## config.mk

```make
export PLATFORM = sky130hd
export DESIGN_NAME = gclk_ctrl
export DESIGN_NICKNAME = d
export VERILOG_FILES = /design/src/rtl/gclk_pkg.sv /design/src/rtl/gclk_regs.sv /design/src/rtl/gclk_gen.sv /design/src/rtl/gclk_route.sv /design/src/rtl/gclk_ctrl.sv
export SDC_FILE = /design/constraint.sdc
export NUM_CORES = 1
export LEC_CHECK = 0
export CAP_MARGIN = 20
export CORE_MARGIN = 5
export CORE_UTILIZATION = 28
export CTS_CLUSTER_SIZE = 16
export DETAILED_ROUTE_END_ITERATION = 8
export DONT_BUFFER_PORTS = 1
export PLACE_DENSITY_LB_ADDON = 0.15
export SYNTH_ARGS = -nofsm -noshare
export SYNTH_HDL_FRONTEND = slang
export SYNTH_SLANG_ARGS = --single-unit
export TNS_END_PERCENT = 50
```

## constraint.sdc

```tcl
create_clock -name clk -period 5.61 [get_ports clk]
set_clock_uncertainty 0.15 [all_clocks]
set_input_delay 1.122 -clock clk [delete_from_list [all_inputs] [get_ports clk]]
set_output_delay 1.122 -clock clk [all_outputs]
set_load 0.05 [all_outputs]
```

## src/rtl/gclk_pkg.sv

```systemverilog
// Shared types, register map and field positions for the clock controller.
// Assumes at most 16 generators and at most 64 channels (id field widths).
package gclk_pkg;

    localparam int SRC_W  = 3;
    localparam int DIV_W  = 8;
    localparam int NEXT   = (1 << SRC_W) - 2;   // external source codes
    localparam logic [SRC_W-1:0] SRC_PAD = SRC_W'(NEXT);
    localparam logic [SRC_W-1:0] SRC_G1  = SRC_W'(NEXT + 1);

    // register addresses
    localparam logic [1:0] A_CTRL = 2'd0;
    localparam logic [1:0] A_GCFG = 2'd1;
    localparam logic [1:0] A_GDIV = 2'd2;
    localparam logic [1:0] A_CCFG = 2'd3;

    // generator config fields
    localparam int GF_ID   = 0;
    localparam int GF_SRC  = 4;
    localparam int GF_EN   = 7;
    localparam int GF_PIN  = 8;
    localparam int GF_LOCK = 9;
    localparam int GD_VAL  = 8;

    // channel config fields
    localparam int CF_ID   = 0;
    localparam int CF_GEN  = 8;
    localparam int CF_EN   = 14;
    localparam int CF_LOCK = 15;

    typedef struct packed {
        logic             lock;
        logic             pin;
        logic             en;
        logic [DIV_W-1:0] div;
        logic [SRC_W-1:0] src;
    } gen_cfg_t;

    typedef struct packed {
        logic       lock;
        logic       en;
        logic [3:0] gen;
    } chan_cfg_t;

    // default generator state; only the main generator runs out of reset
    function automatic gen_cfg_t gen_default(input logic is_main);
        gen_cfg_t d;
        d      = '0;
        d.en   = is_main;
        return d;
    endfunction

endpackage

```

## src/rtl/gclk_regs.sv

```systemverilog
// Register decode and configuration storage for generators and channels.
// Handles write-lock, software reset and the generator-1 self-select rule.
// Assumes one write per cycle and synchronous active-low reset.
module gclk_regs
    import gclk_pkg::*;
#(
    parameter int NGEN = 4,
    parameter int NCH  = 6
) (
    input  logic                  clk,
    input  logic                  rst_n,
    input  logic                  wr_en,
    input  logic [1:0]            wr_addr,
    input  logic [15:0]           wr_data,
    output gen_cfg_t [NGEN-1:0]   gcfg,
    output chan_cfg_t [NCH-1:0]   ccfg,
    output logic                  srst
);

    logic       wr_gcfg;
    logic       wr_gdiv;
    logic       wr_ccfg;
    logic [3:0] gsel_w;
    logic       gsel_ok;
    logic       unused_bits;

    // decode the register strobes for this cycle
    always_comb begin
        srst    = wr_en && (wr_addr == A_CTRL) && wr_data[0];
        wr_gcfg = wr_en && (wr_addr == A_GCFG);
        wr_gdiv = wr_en && (wr_addr == A_GDIV);
        wr_ccfg = wr_en && (wr_addr == A_CCFG);
        gsel_w  = wr_data[CF_GEN +: 4];
        gsel_ok = 32'(gsel_w) < NGEN;
    end

    assign unused_bits = ^wr_data[13:12];

    for (genvar g = 0; g < NGEN; g++) begin : g_gen
        gen_cfg_t cfg_q;
        logic     hit;
        logic     self_bad;

        assign hit      = (wr_data[GF_ID +: 4] == 4'(g)) && !cfg_q.lock;
        assign self_bad = (g == 1) && (wr_data[GF_SRC +: SRC_W] == SRC_G1);

        // hold one generator's configuration
        always_ff @(posedge clk) begin
            if (!rst_n) begin
                cfg_q <= gen_default(g == 0);
            end else if (srst && !cfg_q.lock) begin
                cfg_q <= gen_default(g == 0);
            end else if (wr_gcfg && hit && !self_bad) begin
                cfg_q.src  <= wr_data[GF_SRC +: SRC_W];
                cfg_q.en   <= wr_data[GF_EN];
                cfg_q.pin  <= wr_data[GF_PIN];
                cfg_q.lock <= wr_data[GF_LOCK];
            end else if (wr_gdiv && hit) begin
                cfg_q.div  <= wr_data[GD_VAL +: DIV_W];
            end
        end

        assign gcfg[g] = cfg_q;
    end

    for (genvar c = 0; c < NCH; c++) begin : g_chan
        chan_cfg_t cfg_q;

        // hold one channel's routing entry
        always_ff @(posedge clk) begin
            if (!rst_n) begin
                cfg_q <= '0;
            end else if (srst && !cfg_q.lock) begin
                cfg_q <= '0;
            end else if (wr_ccfg && gsel_ok && !cfg_q.lock &&
                         (wr_data[CF_ID +: 6] == 6'(c))) begin
                cfg_q.gen  <= gsel_w;
                cfg_q.en   <= wr_data[CF_EN];
                cfg_q.lock <= wr_data[CF_LOCK];
            end
        end

        assign ccfg[c] = cfg_q;
    end

endmodule

```

## src/rtl/gclk_gen.sv

```systemverilog
// One clock generator: source mux, integer divider on source level changes,
// and output gating by the enable bit. NO_SELF marks generator 1, whose
// own-output source code is never accepted by the registers.
module gclk_gen
    import gclk_pkg::*;
#(
    parameter bit NO_SELF = 1'b0
) (
    input  logic             clk,
    input  logic             rst_n,
    input  logic             clr,
    input  logic             en,
    input  logic [SRC_W-1:0] src,
    input  logic [DIV_W-1:0] div,
    input  logic [NEXT-1:0]  ext_src,
    input  logic             pad_in,
    input  logic             g1_clk,
    output logic             gen_clk
);

    logic             sel;
    logic             src_q;
    logic             out_q;
    logic [DIV_W-1:0] cnt;
    logic [DIV_W:0]   cnt_nxt;
    logic             wrap;

    // pick the selected source level
    always_comb begin
        if (src == SRC_G1)
            sel = NO_SELF ? 1'b0 : g1_clk;
        else if (src == SRC_PAD)
            sel = pad_in;
        else
            sel = ext_src[src];
    end

    assign cnt_nxt = {1'b0, cnt} + (DIV_W+1)'(1);
    assign wrap    = cnt_nxt >= {1'b0, div};

    // follow or divide the source, cleared while disabled or reset by software
    always_ff @(posedge clk) begin
        if (!rst_n) begin
            src_q <= 1'b0;
            out_q <= 1'b0;
            cnt   <= '0;
        end else begin
            src_q <= sel;
            if (clr || !en) begin
                out_q <= 1'b0;
                cnt   <= '0;
            end else if (div <= DIV_W'(1)) begin
                out_q <= sel;
            end else if (sel != src_q) begin
                if (wrap) begin
                    cnt   <= '0;
                    out_q <= ~out_q;
                end else begin
                    cnt   <= cnt_nxt[DIV_W-1:0];
                end
            end
        end
    end

    assign gen_clk = out_q & en;

endmodule

```

## src/rtl/gclk_route.sv

```systemverilog
// Peripheral channel routing: each enabled channel forwards one generator
// clock. Assumes the stored generator select is always in range.
module gclk_route
    import gclk_pkg::*;
#(
    parameter int NGEN = 4,
    parameter int NCH  = 6
) (
    input  logic [NGEN-1:0]      gen_clk,
    input  chan_cfg_t [NCH-1:0]  ccfg,
    output logic [NCH-1:0]       chan_clk
);

    localparam int GW = $clog2(NGEN);

    logic unused_cfg;

    // forward the selected generator clock for each enabled channel
    always_comb begin
        for (int c = 0; c < NCH; c++) begin
            chan_clk[c] = ccfg[c].en && gen_clk[ccfg[c].gen[GW-1:0]];
        end
    end

    always_comb begin
        unused_cfg = 1'b0;
        for (int c = 0; c < NCH; c++) begin
            unused_cfg = unused_cfg ^ ccfg[c].lock ^ (^ccfg[c].gen);
        end
    end

endmodule

```

## src/rtl/gclk_ctrl.sv

```systemverilog
// Top of the clock controller: registers, one generator per index, pad
// drive and channel routing. Generator 1 output is a shared source.
// Needs NGEN between 2 and 16 and NCH between 1 and 64.
module gclk_ctrl
    import gclk_pkg::*;
#(
    parameter int NGEN = 4,
    parameter int NCH  = 6
) (
    input  logic              clk,
    input  logic              rst_n,
    input  logic              wr_en,
    input  logic [1:0]        wr_addr,
    input  logic [15:0]       wr_data,
    input  logic [5:0]        src_in,
    input  logic [NGEN-1:0]   pad_in,
    output logic [NGEN-1:0]   pad_out,
    output logic [NGEN-1:0]   pad_oe,
    output logic              main_clk,
    output logic [NCH-1:0]    chan_clk
);

    gen_cfg_t [NGEN-1:0] gcfg;
    chan_cfg_t [NCH-1:0] ccfg;
    logic                srst;
    logic [NGEN-1:0]     gen_clk;

    gclk_regs #(.NGEN(NGEN), .NCH(NCH)) u_regs (
        .clk     (clk),
        .rst_n   (rst_n),
        .wr_en   (wr_en),
        .wr_addr (wr_addr),
        .wr_data (wr_data),
        .gcfg    (gcfg),
        .ccfg    (ccfg),
        .srst    (srst)
    );

    for (genvar g = 0; g < NGEN; g++) begin : g_gen
        gclk_gen #(.NO_SELF(g == 1)) u_gen (
            .clk     (clk),
            .rst_n   (rst_n),
            .clr     (srst && !gcfg[g].lock),
            .en      (gcfg[g].en),
            .src     (gcfg[g].src),
            .div     (gcfg[g].div),
            .ext_src (src_in[NEXT-1:0]),
            .pad_in  (pad_in[g]),
            .g1_clk  ((g == 1) ? 1'b0 : gen_clk[1]),
            .gen_clk (gen_clk[g])
        );

        // pad drive follows the generator's pad-drive bit
        always_comb begin
            pad_oe[g]  = gcfg[g].pin;
            pad_out[g] = gcfg[g].pin && gen_clk[g];
        end
    end

    assign main_clk = gen_clk[0];

    gclk_route #(.NGEN(NGEN), .NCH(NCH)) u_route (
        .gen_clk  (gen_clk),
        .ccfg     (ccfg),
        .chan_clk (chan_clk)
    );

endmodule

```

Word-level counts from Yosys, hierarchy flattened
Index checks and enable logic that the tools add are counted.

Flip-flop bits (word level): 120. Bits in latches: 0. Memory bits (writable): 0. Memory bits (read-only): 0. Input bits: 31. Word-level logic and storage cells: 265. Memories: 0.

$add $sub $neg: 4. Multiply operators: 0. Div/mod/pow operators: 0. Order comparisons: 19. Equality and inequality tests: 24. Shift operators: 0. Muxes and demuxes: 44. Bitwise gates (word level): 17. Reduce and logical (&&, ||, !) cells: 107.

Operators by type and width (count): $logic_and 1x1->1 (51); $add 8x1->9 const B (4); $ge 9x8->1 (4); $le 8x1->1 const B (4); $mux 8 (4); $mux 1 (30); $reduce_or 2->1 (14); $eq 3x3->1 const B (9); $reduce_and 2->1 (12); $lt 2x3->1 const B (6); $lt 3x4->1 const B (4); $reduce_bool 2->1 (8); $logic_not 1->1 (15); $not 1->1 (13); $bmux 1 s2 (6); $bmux 1 s3 (4); $eq 6x2->1 const B (2); $eq 6x3->1 const B (2); $eq 4x2->1 const B (2); $eq 6x1->1 const B (1); $logic_not 6->1 (1); $and 1x1->1 (4); $eq 2x2->1 const B (2); $eq 4x1->1 const B (1); 6 further kinds (12).

Depth between registers and ports, before layout
Gate-level depths: netlist of the first run.

Depth after elaboration: 7. Gate-level depth with buffers: 13. Gate-level depth less buffers: 12.

Hierarchy
A second synthesis of the first run with hierarchy kept.

Cells, all modules: 834. Area total of the unflattened synthesis: 7479.7 µm².

Modules (own cells, without submodules): gclk_regs (instances 1, cells an instance 379, area each 3609.7 µm²); gclk_gen at g_gen[0].u_gen ... (instances 3, cells an instance 106, area each 902.1 µm²); gclk_gen at g_gen[1].u_gen (instances 1, cells an instance 116, area each 912.1 µm²); gclk_route (instances 1, cells an instance 12, area each 187.7 µm²); gclk_ctrl (instances 1, cells an instance 9, area each 63.8 µm²).

Worst setup path after synthesis of the first run
No wires, ideal clock.

Path type: reg-to-reg. Start: register g_gen[3].u_gen.cnt[0]. End: register g_gen[3].u_gen.cnt[6]. Library setup time: 0.075 ns. Arrival time: 2.817 ns. Required time: 5.385 ns. Path slack: 2.569 ns. Cell stages (with the launch flop): 13. Cell sequence: dfxtp_1 ha_1 nand3_1 or2_2 xnor2_1 ha_1 a211o_1 o221ai_1 a21oi_1 nor4_1 clkbuf_1 nand2_2 o22ai_1.

Longest elaborated chain between the ends: 3.

Ends and longest elaborated chain: start: declaration (RTL line gclk_gen.sv:24) `logic [DIV_W-1:0] cnt;`; start signal: assignment (RTL line gclk_gen.sv:59) `cnt <= cnt_nxt[DIV_W-1:0];`; $add 8x1->9 (*) (RTL line gclk_gen.sv:38) `assign cnt_nxt = {1'b0, cnt} + (DIV_W+1)'(1);`; $ge 9x8->1 (RTL line gclk_gen.sv:39) `assign wrap = cnt_nxt >= {1'b0, div};`; $mux 8 (*) (RTL line gclk_gen.sv:55) `if (wrap) begin`.

Mark *: on every way between the ends. The rest lies on a longest branch, timed or not. A chain may end at the register's enable or synchronous reset.

Final worst setup path of the first run
Start: register g_gen[0].u_gen.cnt[0]. End: register g_gen[0].u_gen.out_q.

Longest elaborated chain between the ends: 4.

Ends and longest elaborated chain: start: declaration (RTL line gclk_gen.sv:24); start signal: assignment (RTL line gclk_gen.sv:59); $add 8x1->9 (RTL line gclk_gen.sv:38); $ge 9x8->1 (RTL line gclk_gen.sv:39); $reduce_bool 2->1 (no source line); $reduce_and 2->1 (no source line); end signal: assignment (RTL line gclk_gen.sv:53) `out_q <= sel;`; end signal: assignment (RTL line gclk_gen.sv:57) `out_q <= ~out_q;`; end: declaration (RTL line gclk_gen.sv:23) `logic out_q;`.

Every way passes these cells.

==> results of run 1 <==
-- routing by layer --
layer,vias to the layer above,wire (um),share of wire
met5,-,0,0
met4,0,167,0.0083
met3,13,982,0.049
met2,94,9130,0.45
met1,2795,9950,0.49
li1,3025,-,-
-- power by group through the flow --
stage / sequential [mW] / combinational (mW) / clock [mW]
2_1_floorplan: 0.878 / 0.0711 / 0
3_3_place_gp: 0.880 / 0.0847 / 0
3_5_place_dp: 0.880 / 0.0839 / 0
4_1_cts: 0.861 / 0.0842 / 1.17
5_1_grt: 0.861 / 0.0928 / 1.20
6_report: 0.861 / 0.0833 / 1.14
-- cell usage in the layout (no fill, tap or decap), types with 9 or more instances in the layout --
cell type / Yosys / layout
o21ai_0: 15 / 15
or3_1: 16 / 16
nor2b_1: 17 / 17
ha_1: 36 / 36
clkbuf_16: 0 / 17
mux2i_1: 23 / 23
o211ai_1: 9 / 9
a21oi_1: 91 / 91
xor2_1: 9 / 9
xnor2_1: 17 / 17
nand3_1: 84 / 84
o22ai_1: 10 / 10
a31oi_1: 11 / 11
nand2_1: 115 / 115
o21a_1: 9 / 9
inv_1: 41 / 41
buf_4: 4 / 9
nor2_1: 50 / 49
dfxtp_1: 120 / 120
-- worst min path at each step --
stage                               start         endpoint  slack [ns]  cells past startpoint
after floorplan           u_regs.gcfg[18]  u_regs.gcfg[18]        0.29                      2
after global placement    u_regs.gcfg[20]  u_regs.gcfg[20]        0.30                      2
after detailed placement  u_regs.gcfg[20]  u_regs.gcfg[20]        0.30                      2
after CTS                 u_regs.gcfg[19]  u_regs.gcfg[19]        0.31                      2
after global routing      u_regs.gcfg[20]  u_regs.gcfg[20]        0.33                      2
final                     u_regs.gcfg[19]  u_regs.gcfg[19]        0.31                      2
-- worst max-delay path: stages (launching register included) --
cell	delay [ns]
dfxtp_1	0.40
ha_1	0.25
nand3_1	0.21
nor2_1	0.25
xor2_1	0.10
ha_1	0.29
and3_1	0.18
nand3_1	0.09
o211ai_1	0.78
a21bo_2	0.30
nand3_1	0.07
a31oi_1	0.08
-- state kept, by name, indices dropped and copies added (netlist names) --
register,count
u_regs.ccfg,24
g_gen.u_gen.src_q,4
g_gen.u_gen.cnt,32
g_gen.u_gen.out_q,4
u_regs.gcfg,56
-- cells in the mapped netlist, types with 11 or more instances --
cell type  instances  share of area
a31oi_1           11         0.0099
inv_1             41          0.022
clkbuf_1          25          0.013
nand2_1          115          0.062
mux2i_1           23          0.033
dfxtp_1          120           0.34
nor2_1            50          0.027
o21ai_0           15          0.011
nand3_1           84          0.060
a21oi_1           91          0.065
xnor2_1           17          0.021
or3_1             16          0.014
ha_1              36          0.065
nor2b_1           17          0.015
-- metrics by stage --
| stage | hold slack (ns) | area [um2] |
|---|---|---|
| global route | 0.331 | 7910 |
| CTS | 0.313 | 7910 |
| global placement | 0.303 | 7310 |
| detailed placement | 0.304 | 7310 |
| finish | 0.310 | 7910 |
| floorplan | 0.286 | 6970 |
-- cell type report --
cell class              instances  area, um2
multi-input cells             652       4280
flip-flops and latches        120       2400
repair buffers                  9       67.6
well taps                     324        405
fillers                      2635      16500
clock buffers                  18        429
clock inverters                13        171
inverters                      41        154
-- cells by family after synthesis --
group,Yosys count
mux,36
compound gates,202
simple gates,352
flops,120
fa+ha+maj,36
xor+xnor,26
buf+inv,73
==> reports/metrics.csv, run 1 <==
stage,metric,value,unit
placed_design,gp_congestion,0.801,
synth,synth-edff-count,0,
synth,async_flop_share,0,
placed_design,hpwl,14.6,mm
worst_setup_path,cp.arrival,3.42,ns
placed_design,place_inst,1146,
detailed_routing,viasPerCell,5.04,
detailed_routing,drc_errors,0,
worst_setup_path,r2r_end,g_gen[0].u_gen.out_q,
worst_setup_path,worstPathMaxFanout,10,
worst_setup_path,rr_worst_depth,11,
sta,layout_setup_ws,2.33,ns
global_routing,grt_pass1_vias,5708,
worst_setup_path,timing_worst_setup_path_type,register to register,
cells_and_area,drive_gt1_frac,0.0996,
synth,postSynthCellCount,845,
global_routing,grt_overflow,0,
clock_network,root_buffer,clkbuf_16,
synth,synth_top_family_by_area,simple AND/OR/NAND/NOR gates,
sta,setup_viol,0,
cells_and_area,final_nets,908,
cells_and_area,fin_util,0.324,
pwr,clockPowerShare,0.547,
synth,yosysSeqAreaShare,0.345,
cells_and_area,area_growth,13.4,%
detailed_routing,dr.pass1.iters,5,
clock_network,htreeDepth,4,
detailed_routing,drt-total-wl,20.2,mm
detailed_routing,drt_iter0_markers,355,
synth,synth-xor-area-share,0.0327,
sta,hold_violations,0,
global_routing,grt_pass1_wl,32.4,mm
synth,synth_area,6970,um2
clock_network,cts_hold_buffers,0,
pwr,peakVddDrop,141,uV
worst_setup_path,critPathRequiredTime,5.76,ns
synth,syn-num-nets,912,
clock_network,cts_resized,0,
cells_and_area,antenna_cells,0,
global_routing,grtUsageMet3,0.0361,
clock_network,cts.path.max_buffers,2,
sta,tightest_slew,0.975,ns
worst_setup_path,worstSetupEndpointType,register,
pwr,power_leakage,2.75,nW
detailed_routing,wire_per_inst,17.2,um
worst_setup_path,r2r_setup_slack,2.33,ns
synth,synthFlopType,dfxtp_1,
synth,synth.area.mux_share,0.0709,
pwr,finalPower,2.08,mW
flow_run,drv_cap,0,
floorplan,die_area,28100,um2
worst_setup_path,critPathLaunch,g_gen[0].u_gen.cnt[0],
synth,synth_cell_type_count,71,
sta,fin_tns_setup,0,ns
floorplan,boundaryPins,46,
worst_setup_path,r2r-start,g_gen[0].u_gen.cnt[0],
synth,synthAdderAreaFrac,0.0646,
clock_network,cts_sinks,120,
synth,syn_area_per_cell,8.25,um2
synth,synth-compound-area-share,0.191,
pwr,p_switching,497,uW
floorplan,die_w,168,um
synth,yosys.area_share.simple,0.254,
global_routing,grt_start_max_net_pins,28,
sta,period_needed,3.28,ns
sta,slew_headroom,0.347,
global_routing,grt.total_usage,0.145,
clock_network,cts_buffers,17,
global_routing,grtUsageMet2,0.224,
synth,yosysWarnings,0,
worst_setup_path,start_kind,register,
pwr,power_frac_seq,0.413,
global_routing,antenna_found_initial,0,
floorplan,initial_utilization,0.286,
clock_network,cts_tree,built,
pwr,power.share.combinational,0.040,
synth,ys_ff_latch,120,
clock_network,post-cts-setup-buffer-count,0,
status,status,completed,
placed_design,pre_cts_ws,2.31,ns
pwr,cellPowerDensity,263,nW/um2
detailed_routing,ant_nets,0,
sta,period_share,0.584,
sta,fmax,0.305,GHz
worst_setup_path,cp-endpoint,g_gen[0].u_gen.out_q,
hold_path,hp-class,register to register,
clock_network,clk_transition_reported_paths,0.06,ns
cells_and_area,stdcell_count,1177,
sta,drv_slew,0,
floorplan,coreArea,24400,um2
placed_design,io_buffers,0,
pwr,netSwitchingFraction,0.239,
detailed_routing,num_vias,5927,
pwr,intPower,1.59,mW
sta,rsz0062_at_grt,false,
global_routing,busiest_layer,met2,
global_routing,use_met1,0.203,
floorplan,die_h,168,um
floorplan,rows,57,
clock_network,clkLatencyLatePin,0.43,ns
No activity file was read; power rests on OpenSTA's default activity.
==> run 2, diff against run 1 <==
==> constraint.sdc (replaced) <==
create_clock -name clk -period 2.85 [get_ports clk]
set_clock_uncertainty 0.15 [all_clocks]
set_input_delay 0.57 -clock clk [delete_from_list [all_inputs] [get_ports clk]]
set_output_delay 0.57 -clock clk [all_outputs]
set_load 0.05 [all_outputs]
==> reports/metrics.csv, run 2 (synthesis gave the netlist of run 1 again) <==
stage,metric,value,unit,change
worst_setup_path,rr_worst_depth,12,,+1
detailed_routing,drt_iter0_markers,358,,+0.85%
cells_and_area,final_cell_mix,"114 x nand2_1, 112 x dfxtp_1, 90 x a21oi_1",,
sta,setup_viol,0,,unchanged
sta,drv_slew,0,,unchanged
global_routing,antenna_found_initial,0,,unchanged
cells_and_area,multi_input_area,4370,um2,+2.3%
worst_setup_path,start_kind,register,,
pwr,cellPowerDensity,494,nW/um2,+87%
detailed_routing,viasPerCell,5.05,,+0.35%
clock_network,root_buffer,clkbuf_16,,
cells_and_area,area_growth,19.4,%,
cells_and_area,fin_area,8320,um2,+5.3%
global_routing,grt_start_max_net_pins,37,,+32%
pwr,power_leakage,3.00,nW,+9.0%
worst_setup_path,r2r_end,g_gen[3].u_gen.out_q,,
clock_network,htreeDepth,4,,unchanged
global_routing,grt_overflow,0,,unchanged
status,status,completed,,
placed_design,place_inst,1179,,+2.9%
clock_network,cts_hold_buffers,0,,unchanged
clock_network,cts_buffers,17,,unchanged
sta,fmax,0.362,GHz,+18%
detailed_routing,drt-total-wl,20.6,mm,+1.9%
cells_and_area,final_common_cell,nand2_1,,
floorplan,die_h,168,um,unchanged
worst_setup_path,worstPathMaxFanout,6,,-4
floorplan,initial_utilization,0.286,,unchanged
clock_network,clk_transition_reported_paths,0.07,ns,about the same
clock_network,cts.path.max_buffers,2,,unchanged
detailed_routing,ant_nets,0,,unchanged
placed_design,gp_congestion,0.801,,about the same
worst_setup_path,cp_slowest_cell,dfxtp_2,,
detailed_routing,wire_per_inst,16.9,um,-1.5%
detailed_routing,num_vias,6150,,+3.8%
floorplan,coreArea,24400,um2,unchanged
worst_setup_path,timing_worst_setup_path_type,register to register,,
hold_path,min_from,rst_n,,
cells_and_area,seq_area,2410,um2,+0.52%
floorplan,die_area,28100,um2,unchanged
sta,tightest_slew,0.596,ns,-0.379 ns
placed_design,io_buffers,0,,unchanged
global_routing,grt_pass1_vias,5963,,+4.5%
placed_design,dpl_cell_area,7580,um2,+3.7%
worst_setup_path,path_cells,"ha_4, nand3_2, or2_4, xnor2_1, ha_1, a211o_1, o221ai_1, a21oi_1, nor4_2, buf_4, o211ai_1, a31oi_1",,
global_routing,grt_pass1_wl,33.2,mm,+2.5%
sta,hold_violations,0,,unchanged
sta,period_share,0.971,,+0.386
hold_path,whs_endpoint,u_regs.ccfg[29],,
pwr,peakVddDrop,299,uV,+110%
clock_network,cts_sinks,120,,unchanged
flow_run,drv_cap,0,,unchanged
placed_design,pre_cts_ws,0.00835,ns,-2.31 ns
sta,layout_setup_ws,0.0841,ns,-2.25 ns
sta,period_needed,2.77,ns,-0.511 ns
clock_network,clkLatencyLatePin,0.42,ns,about the same
detailed_routing,dr.pass1.iters,4,,-1
worst_setup_path,r2r_setup_slack,0.08,ns,-2.25 ns
worst_setup_path,worstSetupEndpointType,register,,
worst_setup_path,critPathRequiredTime,3.04,ns,-2.72 ns
pwr,finalPower,4.11,mW,+97%
cells_and_area,final_nets,947,,+4.3%
worst_setup_path,slowest_delay,0.35,ns,-0.43 ns
cells_and_area,fin_util,0.341,,+0.0171
detailed_routing,drc_errors,0,,unchanged
floorplan,boundaryPins,46,,unchanged
worst_setup_path,r2r-start,g_gen[3].u_gen.cnt[1],,
sta,worst_hold_slack,0.119,ns,-0.191 ns
placed_design,hpwl,15.0,mm,+2.6%
hold_path,hp-class,primary input to register,,
hold_path,min_path_cells,1,,-1
sta,fin_tns_setup,0,ns,unchanged
sta,rsz0062_at_grt,true,,
cells_and_area,stdcell_count,1217,,+3.4%
cells_and_area,largest_reg_flops,56,,unchanged
cells_and_area,drive_gt1_frac,0.169,,+0.0694
floorplan,rows,57,,unchanged
clock_network,cts_tree,built,,
global_routing,grt.total_usage,0.148,,+0.00324
floorplan,die_w,168,um,unchanged
worst_setup_path,cp.arrival,2.96,ns,-0.46 ns
cells_and_area,antenna_cells,0,,unchanged
sta,slew_headroom,0.599,,+0.252
cells_and_area,fillerInstances,2573,,-2.4%
[run 2: report_power, final]
part	internal [mW]	total (mW)	switching, mW
combinational	0.0663	0.176	0.110
sequential	1.68	1.69	0.00960
clock	1.33	2.24	0.914
[run 2: what timing repair did]
| item | 4_1_cts | 5_1_grt |
|---|---|---|
| setup buffers | 1 | 4 |
| endpoints found under the hold margin | 0 | 0 |
| gates cloned | 1 | 0 |
| pin swaps | 6 | 14 |
| endpoints found under the setup margin | 1 | 33 |
| gates resized for setup | 5 | 27 |
[run 2: cell type report]
class,instances,share of cell area
Tap cell,324,0.0487
Sequential cell,120,0.290
Inverter,41,0.0185
Clock buffer,17,0.0511
Clock inverter,15,0.0213
Multi-Input combinational cell,652,0.525
Timing Repair Buffer,48,0.0448
[run 2: routing by layer]
layer,GRT usage,wire [um],vias to the layer above
met1,0.209,10100,2899
met4,0.0395,244,0
met3,0.0384,1240,14
li1,-,-,3113
met2,0.223,9020,124
met5,0,0,-
[run 2: worst max path at each step]
stage | from | to | slack, ns | depth (start not counted)
after floorplan | g_gen[3].u_gen.cnt[0] | g_gen[3].u_gen.cnt[6] | 0.01 | 12
after global placement | g_gen[3].u_gen.cnt[1] | g_gen[3].u_gen.cnt[6] | 0.05 | 12
after detailed placement | g_gen[3].u_gen.cnt[0] | g_gen[3].u_gen.cnt[6] | 0.008 | 12
after CTS | g_gen[2].u_gen.cnt[0] | g_gen[2].u_gen.cnt[2] | 0.01 | 13
after global routing | g_gen[3].u_gen.cnt[1] | g_gen[3].u_gen.cnt[5] | -0.08 | 12
final | g_gen[3].u_gen.cnt[1] | g_gen[3].u_gen.out_q | 0.08 | 12
[run 2: critical path: cells and delay by family (launching register included)]
| family | cells | cell delay (ns) |
|---|---|---|
| AOI/OAI and AO/OA | 5 | 0.74 |
| and+or+nand+nor | 3 | 0.67 |
| adders and majority gates | 2 | 0.43 |
| DFF | 1 | 0.35 |
| buffers and inverters | 1 | 0.22 |
| xor gates and xnor gates | 1 | 0.13 |
